### src/rtl/coef_pkg.sv
package coef_pkg;

  typedef enum logic [1:0] {
    SEL_NONE = 2'd0,
    SEL_MODE = 2'd1,
    SEL_PTR  = 2'd2,
    SEL_DATA = 2'd3
  } reg_sel_e;

  // Next pointer under auto-step: pointer carries bank at bit idx_w.
  function automatic logic [7:0] step_ptr(input logic [7:0] p,
                                          input int unsigned idx_w,
                                          input int unsigned ntaps);
    logic [7:0] mask;
    logic [7:0] idx;
    logic       bank;
    mask = (8'd1 << idx_w) - 8'd1;
    idx  = p & mask;
    bank = p[idx_w];
    if (32'(idx) + 1 < ntaps) return p + 8'd1;
    else if (bank)            return 8'd0;
    else                      return 8'd1 << idx_w;
  endfunction

  function automatic reg_sel_e decode(input logic [7:0] a,
                                      input logic [7:0] a_mode,
                                      input logic [7:0] a_ptr,
                                      input logic [7:0] a_data);
    if (a == a_mode) return SEL_MODE;
    if (a == a_ptr)  return SEL_PTR;
    if (a == a_data) return SEL_DATA;
    return SEL_NONE;
  endfunction

endpackage

### src/rtl/coef_host_regs.sv
module coef_host_regs
  import coef_pkg::*;
#(
  parameter int unsigned AW     = 6,
  parameter int unsigned IDX_W  = 4,
  parameter int unsigned NTAPS  = 13,
  parameter logic [7:0]  A_MODE = 8'h0C,
  parameter logic [7:0]  A_PTR  = 8'h0D,
  parameter logic [7:0]  A_DATA = 8'h0E,
  localparam int unsigned PW    = IDX_W + 1
) (
  input  logic          clk,
  input  logic          rst_n,
  input  logic          wr,
  input  logic          rd,
  input  logic [AW-1:0] addr,
  input  logic          mode_bit,
  input  logic [PW-1:0] ptr_wdata,
  output logic          autoinc,
  output logic [PW-1:0] ptr,
  output reg_sel_e      rd_sel,
  output logic          rd_fire,
  output logic          data_wr,
  output logic          data_acc
);

  reg_sel_e sel;
  logic     ptr_wr;
  logic     mode_wr;
  logic [7:0] ptr_step;

  assign sel      = decode(8'(addr), A_MODE, A_PTR, A_DATA);
  assign rd_fire  = rd && !wr;
  assign rd_sel   = rd_fire ? sel : SEL_NONE;
  assign mode_wr  = wr && (sel == SEL_MODE);
  assign ptr_wr   = wr && (sel == SEL_PTR);
  assign data_wr  = wr && (sel == SEL_DATA);
  assign data_acc = data_wr || (rd_sel == SEL_DATA);
  assign ptr_step = step_ptr(8'(ptr), IDX_W, NTAPS);

  always_ff @(posedge clk) begin
    if (!rst_n) begin
      autoinc <= 1'b0;
      ptr     <= '0;
    end else begin
      if (mode_wr) autoinc <= mode_bit;
      if (ptr_wr)                   ptr <= ptr_wdata;
      else if (data_acc && autoinc) ptr <= ptr_step[PW-1:0];
    end
  end

endmodule

### src/rtl/coef_store.sv
module coef_store #(
  parameter int unsigned NTAPS = 13,
  parameter int unsigned CW    = 16,
  parameter int unsigned IDX_W = 4,
  localparam int unsigned PW   = IDX_W + 1
) (
  input  logic                clk,
  input  logic                rst_n,
  input  logic                wr_en,
  input  logic [PW-1:0]       ptr,
  input  logic [CW-1:0]       wdata,
  output logic [NTAPS*CW-1:0] work_i,
  output logic [NTAPS*CW-1:0] work_q,
  output logic                swap
);

  localparam logic [IDX_W-1:0] LAST = IDX_W'(NTAPS - 1);

  logic             bank;
  logic [IDX_W-1:0] idx;

  assign bank = ptr[IDX_W];
  assign idx  = ptr[IDX_W-1:0];
  assign swap = wr_en && bank && (idx == LAST);

  for (genvar b = 0; b < 2; b++) begin : g_bank
    for (genvar t = 0; t < NTAPS; t++) begin : g_tap
      logic [CW-1:0] shadow_q;
      logic [CW-1:0] shadow_d;
      logic          hit;
      assign hit      = wr_en && (bank == 1'(b)) && (idx == IDX_W'(t));
      assign shadow_d = hit ? wdata : shadow_q;

      always_ff @(posedge clk) begin
        if (!rst_n) shadow_q <= '0;
        else        shadow_q <= shadow_d;
      end

      if (b == 0) begin : g_i
        always_ff @(posedge clk) begin
          if (!rst_n)    work_i[t*CW +: CW] <= '0;
          else if (swap) work_i[t*CW +: CW] <= shadow_d;
        end
      end else begin : g_q
        always_ff @(posedge clk) begin
          if (!rst_n)    work_q[t*CW +: CW] <= '0;
          else if (swap) work_q[t*CW +: CW] <= shadow_d;
        end
      end
    end
  end

endmodule

### src/rtl/coef_loader.sv
module coef_loader
  import coef_pkg::*;
#(
  parameter int unsigned AW     = 6,
  parameter int unsigned CW     = 16,
  parameter int unsigned NTAPS  = 13,
  parameter logic [7:0]  A_MODE = 8'h0C,
  parameter logic [7:0]  A_PTR  = 8'h0D,
  parameter logic [7:0]  A_DATA = 8'h0E,
  localparam int unsigned IDX_W = $clog2(NTAPS),
  localparam int unsigned PW    = IDX_W + 1
) (
  input  logic                clk,
  input  logic                rst_n,
  input  logic                host_wr,
  input  logic                host_rd,
  input  logic [AW-1:0]       host_addr,
  input  logic [CW-1:0]       host_wdata,
  output logic [CW-1:0]       host_rdata,
  output logic [NTAPS*CW-1:0] coef_i_flat,
  output logic [NTAPS*CW-1:0] coef_q_flat
);

  logic          autoinc;
  logic [PW-1:0] ptr;
  reg_sel_e      rd_sel;
  logic          rd_fire;
  logic          data_wr;
  logic          data_acc;
  logic          swap_evt;
  logic [CW-1:0] tap_rd;
  logic [CW-1:0] rd_value;

  coef_host_regs #(
    .AW(AW), .IDX_W(IDX_W), .NTAPS(NTAPS),
    .A_MODE(A_MODE), .A_PTR(A_PTR), .A_DATA(A_DATA)
  ) u_regs (
    .clk(clk), .rst_n(rst_n), .wr(host_wr), .rd(host_rd), .addr(host_addr),
    .mode_bit(host_wdata[0]), .ptr_wdata(host_wdata[PW-1:0]),
    .autoinc(autoinc), .ptr(ptr), .rd_sel(rd_sel), .rd_fire(rd_fire),
    .data_wr(data_wr), .data_acc(data_acc)
  );

  coef_store #(.NTAPS(NTAPS), .CW(CW), .IDX_W(IDX_W)) u_store (
    .clk(clk), .rst_n(rst_n), .wr_en(data_wr), .ptr(ptr), .wdata(host_wdata),
    .work_i(coef_i_flat), .work_q(coef_q_flat), .swap(swap_evt)
  );

  // Working tap addressed by the pointer; unused indices read as zero.
  always_comb begin
    tap_rd = '0;
    for (int t = 0; t < NTAPS; t++) begin
      if (ptr[IDX_W-1:0] == IDX_W'(t))
        tap_rd = ptr[IDX_W] ? coef_q_flat[t*CW +: CW] : coef_i_flat[t*CW +: CW];
    end
  end

  always_comb begin
    case (rd_sel)
      SEL_MODE: rd_value = CW'(autoinc);
      SEL_PTR:  rd_value = CW'(ptr);
      SEL_DATA: rd_value = tap_rd;
      default:  rd_value = '0;
    endcase
  end

  always_ff @(posedge clk) begin
    if (!rst_n)       host_rdata <= '0;
    else if (rd_fire) host_rdata <= rd_value;
  end

endmodule

### config.mk
export PLATFORM = sky130hd
export DESIGN_NAME = coef_loader
export DESIGN_NICKNAME = d
export VERILOG_FILES = /design/src/rtl/coef_pkg.sv /design/src/rtl/coef_host_regs.sv /design/src/rtl/coef_store.sv /design/src/rtl/coef_loader.sv
export SDC_FILE = /design/constraint.sdc
export NUM_CORES = 2
export LEC_CHECK = 0
export ABC_AREA = 1
export ABC_CLOCK_PERIOD_IN_PS = 2350
export BUFFER_PORTS_ARGS = -buffer_cell sky130_fd_sc_hd__buf_2
export CORE_MARGIN = 5
export CORE_UTILIZATION = 55
export DETAILED_ROUTE_END_ITERATION = 8
export HOLD_SLACK_MARGIN = 0.12
export PLACE_DENSITY = 0.78
export SLEW_MARGIN = 40
export SYNTH_ARGS = -nofsm -noshare
export SYNTH_HDL_FRONTEND = slang
export SYNTH_SLANG_ARGS = --single-unit
### constraint.sdc
create_clock -name clk -period 2.35 [get_ports clk]
set_clock_uncertainty 0.15 [all_clocks]
set_input_delay 0.1175 -clock clk [delete_from_list [all_inputs] [get_ports clk]]
set_output_delay 0.1175 -clock clk [all_outputs]
set_load 0.03 [all_outputs]
-- After elaboration in Yosys (flattened, before gate mapping)
Cells that the tools add are included.
- bits in registers: 854
- input port bits: 26
- output and inout bits: 432
- word-level logic and storage cells: 187
- add/sub/neg operators: 2
- order comparisons: 1
- equal/unequal tests: 21
- multiplexer cells: 70
- bitwise logic cells: 1
- reductions and logical operators: 37
- operators with widths (operator ; number):
    $mux W16 ; 52
    $pmux W16 S3 ; 1
    $logic_and A1 B1 Y1 ; 33
    $lt A32 B4 Y1 const B ; 1
    $eq A4 B4 Y1 const B ; 5
    $mux W5 ; 4
    $eq A6 B4 Y1 const B ; 3
    $eq A4 B3 Y1 const B ; 4
    $mux W2 ; 7
    $eq A2 B2 Y1 const B ; 4
    $eq A4 B2 Y1 const B ; 2
    $mux W1 ; 6
    $add A4 B1 Y5 const B ; 1
    $add A5 B1 Y5 const B ; 1
    $eq A2 B1 Y1 const B ; 2
    $eq A4 B1 Y1 const B ; 1
    $logic_not A4 Y1 ; 1
    $reduce_bool A2 Y1 ; 1
    $logic_not A1 Y1 ; 1
    $logic_or A1 B1 Y1 ; 1
    $not A1 Y1 ; 1

-- Logic depth before layout (Yosys ltp)
- word-level depth: 15
- mapped depth: 22
- mapped depth without buffers: 20

-- Modules after synthesis
Synthesis repeated with hierarchy kept, for this count alone.
- cell total of the unflattened synthesis: 5453
- area, all modules: 37375.8 um^2
- by module, submodules not included (module ; instances ; cells an instance ; area each (um^2) ; sequential area each (um^2)):
    coef_store ; 1 ; 4471 ; 32358.5 ; 16335.7
    coef_loader ; 1 ; 897 ; 4503.1 ; 320.3
    coef_host_regs ; 1 ; 85 ; 514.2 ; 120.1

-- Worst setup path before layout
No wires, ideal clock.
- path kind: register to register
- start: reg u_regs.ptr[0]
- end: reg u_store.work_i[43]
- setup time: 115 ps
- arrival time: 1884 ps
- required time: 2085 ps
- setup slack: 201 ps
- cell stages (with the launch flop): 12
- buffers on the path: 2
- clock period less this slack: 2149 ps
- cell sequence: dfxtp_1 -> inv_1 -> ha_1 -> nand2_1 -> inv_2 -> buf_2 -> nand2_1 -> buf_2 -> mux2i_1 -> nand2_1 -> o211ai_1 -> inv_2
- cells in the longest elaborated chain, start to end: 3
- elaborated cells between the ends (all ways): 5
- those cells by class: eq/ne (2); mux (1); reduce/logical (2)
- RTL lines (element ; line ; text):
    start: declaration ; coef_host_regs.sv:20 ; output logic [PW-1:0] ptr,
    start signal: assignment ; coef_host_regs.sv:47 ; if (ptr_wr) ptr <= ptr_wdata;
    start signal: assignment ; coef_host_regs.sv:48 ; else if (data_acc && autoinc) ptr <= ptr_step[PW-1:0];
    $eq A4 B2 Y1 ; coef_store.sv:31 ; assign hit = wr_en && (bank == 1'(b)) && (idx == IDX_W'(t));
    $logic_and A1 B1 Y1 ; coef_store.sv:31 ;
    $mux W16 ; coef_store.sv:32 ; assign shadow_d = hit ? wdata : shadow_q;
    end signal: indexed assignment ; coef_store.sv:42 ; else if (swap) work_i[t*CW +: CW] <= shadow_d;
    end: declaration ; coef_store.sv:12 ; output logic [NTAPS*CW-1:0] work_i,
Several ways; a longest one is shown, not always the timed one.
A chain may end at the register's enable or synchronous reset.

-- Final worst setup path
- start: reg u_regs.ptr[0]
- end: reg host_rdata[9]
- cells in the longest elaborated chain, start to end: 15
- elaborated cells between the ends (all ways): 27
- those cells by class: eq/ne (12); mux (14); reduce/logical (1)
- RTL lines (element ; line ; text):
    $logic_not A4 Y1 ; coef_loader.sv:53 ; if (ptr[IDX_W-1:0] == IDX_W'(t))
    $mux W16 (12 in a row) ; coef_loader.sv:53 ;
    $mux W16 (*) ; coef_loader.sv:53 ;
    $pmux W16 S3 (*) ; coef_loader.sv:59 ; case (rd_sel)
    end signal: assignment ; coef_loader.sv:69 ; else if (rd_fire) host_rdata <= rd_value;
    end: declaration ; coef_loader.sv:19 ; output logic [CW-1:0] host_rdata,
Every way passes the cells marked *; elsewhere a longest branch is shown, timed or not.

==> summary.md <==
| Metric | Value |
|---|---|
| DR vias/cell | `5.78` |
| DR pass1 iterations | `6` |
| Sequential-to-total area share from yosys stat | `48.6%` |
| Post-synth EDFFs | `0` |
| Crit-path max cell delay | `0.33 ns` |
| Detailed Place HPWL | `85.2 mm` |
| Mapped Avg Cell Area | `7.79 µm²` |
| Initial Utilization | `55.8%` |
| Data arrival, critical path | `2.72 ns` |
| Final design area excluding fillers | `43200 µm²` |
| Status | `finished with violations` |
| Count leader, synth | `nand2_1` |
| Top-area cell type share of the netlist area | `48.6%` |
| Worst vdd ir | `0.592 mV` |
| Clock Tree Buf Depth | `3` |
| Synth unique cells | `32` |
| Area after DPL | `38800 µm²` |
| Clk_lat worst skew | `0.64 ns` |
| Ys flop type | `dfxtp_1` |
| Global-route wire length before repair | `184 mm` |
| Nets | `4892` |
| CTS Buf Count | `86` |
| Dpl ws | `-0.304 ns` |
| Die Width | `261 µm` |
| Cell family with most CP delay | `simple AND/OR/NAND/NOR gates` |
| CTS tree | `yes` |
| Crit. End Element | `flip-flop` |
| CP Launch Type | `flip-flop` |
| Fraction of layout cells with a size suffix above 1 | `26.3%` |
| Slew HR | `45.9%` |
| Endpoints failing setup | `1` |
| Power density cells | `668 nW/µm²` |
| Gpl congestion | `0.956` |
| Crit path top cell by count | `nand2_1` |
| Vias in the first global route | `30.1k` |
| Cell area after synthesis | `34500 µm²` |
| CP Max Fanout | `8` |
| Synth area leader | `dfxtp_1` |
| Mapped Cells | `4433` |
| Failing checks | `negative setup slack` |
| Final-report hold violation count | `0` |
| Critical path type | `reg2reg` |
| Final Max Slew Viols | `0` |
| Crit-path slowest cell | `dfxtp_2` |
| Cell chain of the critical path | `buf_6 -> ha_4 -> nand2_4 -> clkbuf_16 -> a21oi_1 -> a21oi_1 -> nand2_1 -> nand2_2 -> nand2_2 -> nand2_2 -> nand2_1 -> nand2_1 -> nand2_1 -> nand2_2 -> nand2_1 -> nand2_1 -> nand2_1 -> nand2_1 -> a21oi_1` |
| F_max | `0.424 GHz` |
| Layout area overhead | `25.1%` |
| Ys Warns | `0` |
| Placement Rows | `91` |
| Top post-synthesis cells by area | `dfxtp_1, nand2_1, o211ai_1` |
| Register bit count reported by yosys | `838` |
| Synth top cells by count | `nand2_1, dfxtp_1, nor2_1` |
| Tmin final | `2.36 ns` |
| Initial antenna violation count | `3` |
| WP buf/inv | `2` |
| DRT Wirelength | `128 mm` |
| Vias | `33.3k` |
| FF+latch area | `16800 µm²` |
| Routed Antenna Nets | `0` |
| Period utilization | `100%` |
| Die footprint | `67900 µm²` |
| DR iter-0 viols | `4335` |
| Fill cells | `4888` |
| Tightest Pin Transition | `0.811 ns` |
| Largest net degree at the start of global routing | `118` |
| Total track usage | `34.8%` |
| Sequential Power Share | `49.2%` |
| Port Buf Inserts | `457` |
| Top-Level Pins | `458` |
| Fin Hold WS | `0.166 ns` |
| Residual DRC | `0` |
| Leakage Power | `22.0 nW` |
| Multi-input logic area | `15300 µm²` |
| Net Count, Synth | `4463` |
| CTS sink count | `838` |
| Avg WL per Cell | `22.1 µm` |
| Core Area | `61900 µm²` |
| Final WS setup | `-0.0107 ns` |
| Switching Fraction | `22.2%` |
| Die Ht | `261 µm` |
| Internal | `22.5 mW` |
| Clk slew on worst S/H paths | `0.06 ns` |
| H-Tree Level Count | `3` |
| Number of max-cap violations | `0` |
| HP Class | `in2reg` |
| Total global routing overflow | `0` |
| Clk network pwr share | `48.0%` |
| Root Buffer | `clkbuf_16` |
| Comb pwr share | `2.7%` |
| Setup repair after global routing missed its margin | `yes` |
| Switching power | `6.42 mW` |
| Post-synth ARST share | `0%` |
| CP Data Required Time | `2.71 ns` |
through the flow:
step,cells,utilization [%],total power [mW],TNS (ns)
after CTS,5750,68.3,28.9,0
after global placement,5561,62.6,15.2,-15.92
final,5768,69.8,28.9,-0.0107
after floorplan,4433,-,14.9,0
after detailed placement,5561,62.6,15.2,-3.97
after global routing,5767,69.8,29.5,-1.01
sequential cells by signal (all words and copies together), names as in the netlist:
signal                         flops
u_store.g_bank.g_tap.shadow_q    400
u_regs.autoinc                     1
u_store.work_q                   208
u_regs.ptr                         5
host_rdata                        16
u_store.work_i                   208
kinds of logic after synthesis:
group	after synthesis	synth area share [%]
mux	300	8.69
fa+ha+maj	4	0.145
compound gates	755	14.3
flops	838	48.6
buf+inv	800	9.30
simple gates	1735	19.0
xor+xnor	1	0.0254
cell type report:
type                            count  area share (%)
Clock buffer                      124            5.78
Clock inverter                     32           0.807
Timing Repair inverter              2          0.0579
Sequential cell                   838            38.8
Multi-Input combinational cell   2796            35.5
Timing Repair Buffer              701            12.7
Tap cell                          837            2.42
Inverter                          437            3.95
Antenna cell                        1         0.00579
path summary, 6_finish.rpt:
kind                         end           from  slack (ns)  depth (start not counted)
max                host_rdata[9]  u_regs.ptr[0]       -0.01                         19
min          u_store.work_q[195]  host_wdata[3]        0.17                          4
max reg2reg        host_rdata[9]  u_regs.ptr[0]       -0.01                         19
min reg2reg        host_rdata[8]  host_rdata[8]        0.32                          2
worst register-to-register path: cells and delay by family (launching register included):
family | cells | cell delay [ns]
fa+ha+maj | 1 | 0.18
flops | 1 | 0.33
simple gates | 13 | 1.00
compound gates | 3 | 0.24
buf+inv | 2 | 0.33
timing repair:
item | CTS | global route
hold buffers | 26 | 0
pin swaps | 6 | 31
endpoints found under the setup margin | 20 | 166
setup buffers | 5 | 6
resized for setup | 66 | 160
gates cloned | 2 | 11
hold endpoints to repair | 582 | 0
layer usage:
layer | vias to the layer above | routed length (µm) | GRT usage (%)
li1 | 15200 | - | -
met5 | - | 11 | 0
met4 | 2 | 7380 | 17.0
met3 | 425 | 13800 | 7.00
met1 | 15600 | 48500 | 45.8
met2 | 2056 | 58000 | 55.1
power by group through the flow:
stage | sequential (mW) | clock [mW] | combinational [mW]
floorplan | 14.5 | 0 | 0.337
global placement | 14.5 | 0 | 0.711
detailed placement | 14.5 | 0 | 0.709
CTS | 14.2 | 13.9 | 0.748
global route | 14.2 | 14.5 | 0.799
finish | 14.2 | 13.9 | 0.793
cell usage in the layout (no fill, tap or decap), types with 7 or more instances in the layout:
master and count:
clkbuf_16 97, a21oi_1 191, buf_6 10, nand2_2 62, nor2_4 8, inv_1 118
a31oi_1 83, mux2i_1 292, inv_2 308, a21oi_4 16, nor2_2 12, a21oi_2 34
clkinv_2 19, mux2i_2 8, a31oi_4 7, dfxtp_1 833, clkbuf_1 22, dlygate4sd3_1 25
buf_2 456, buf_12 81, nor2_1 549, buf_4 115, o211ai_1 401, a31oi_2 7
clkbuf_8 12, nand2_1 1091
Power figures use the tool's default switching activity.
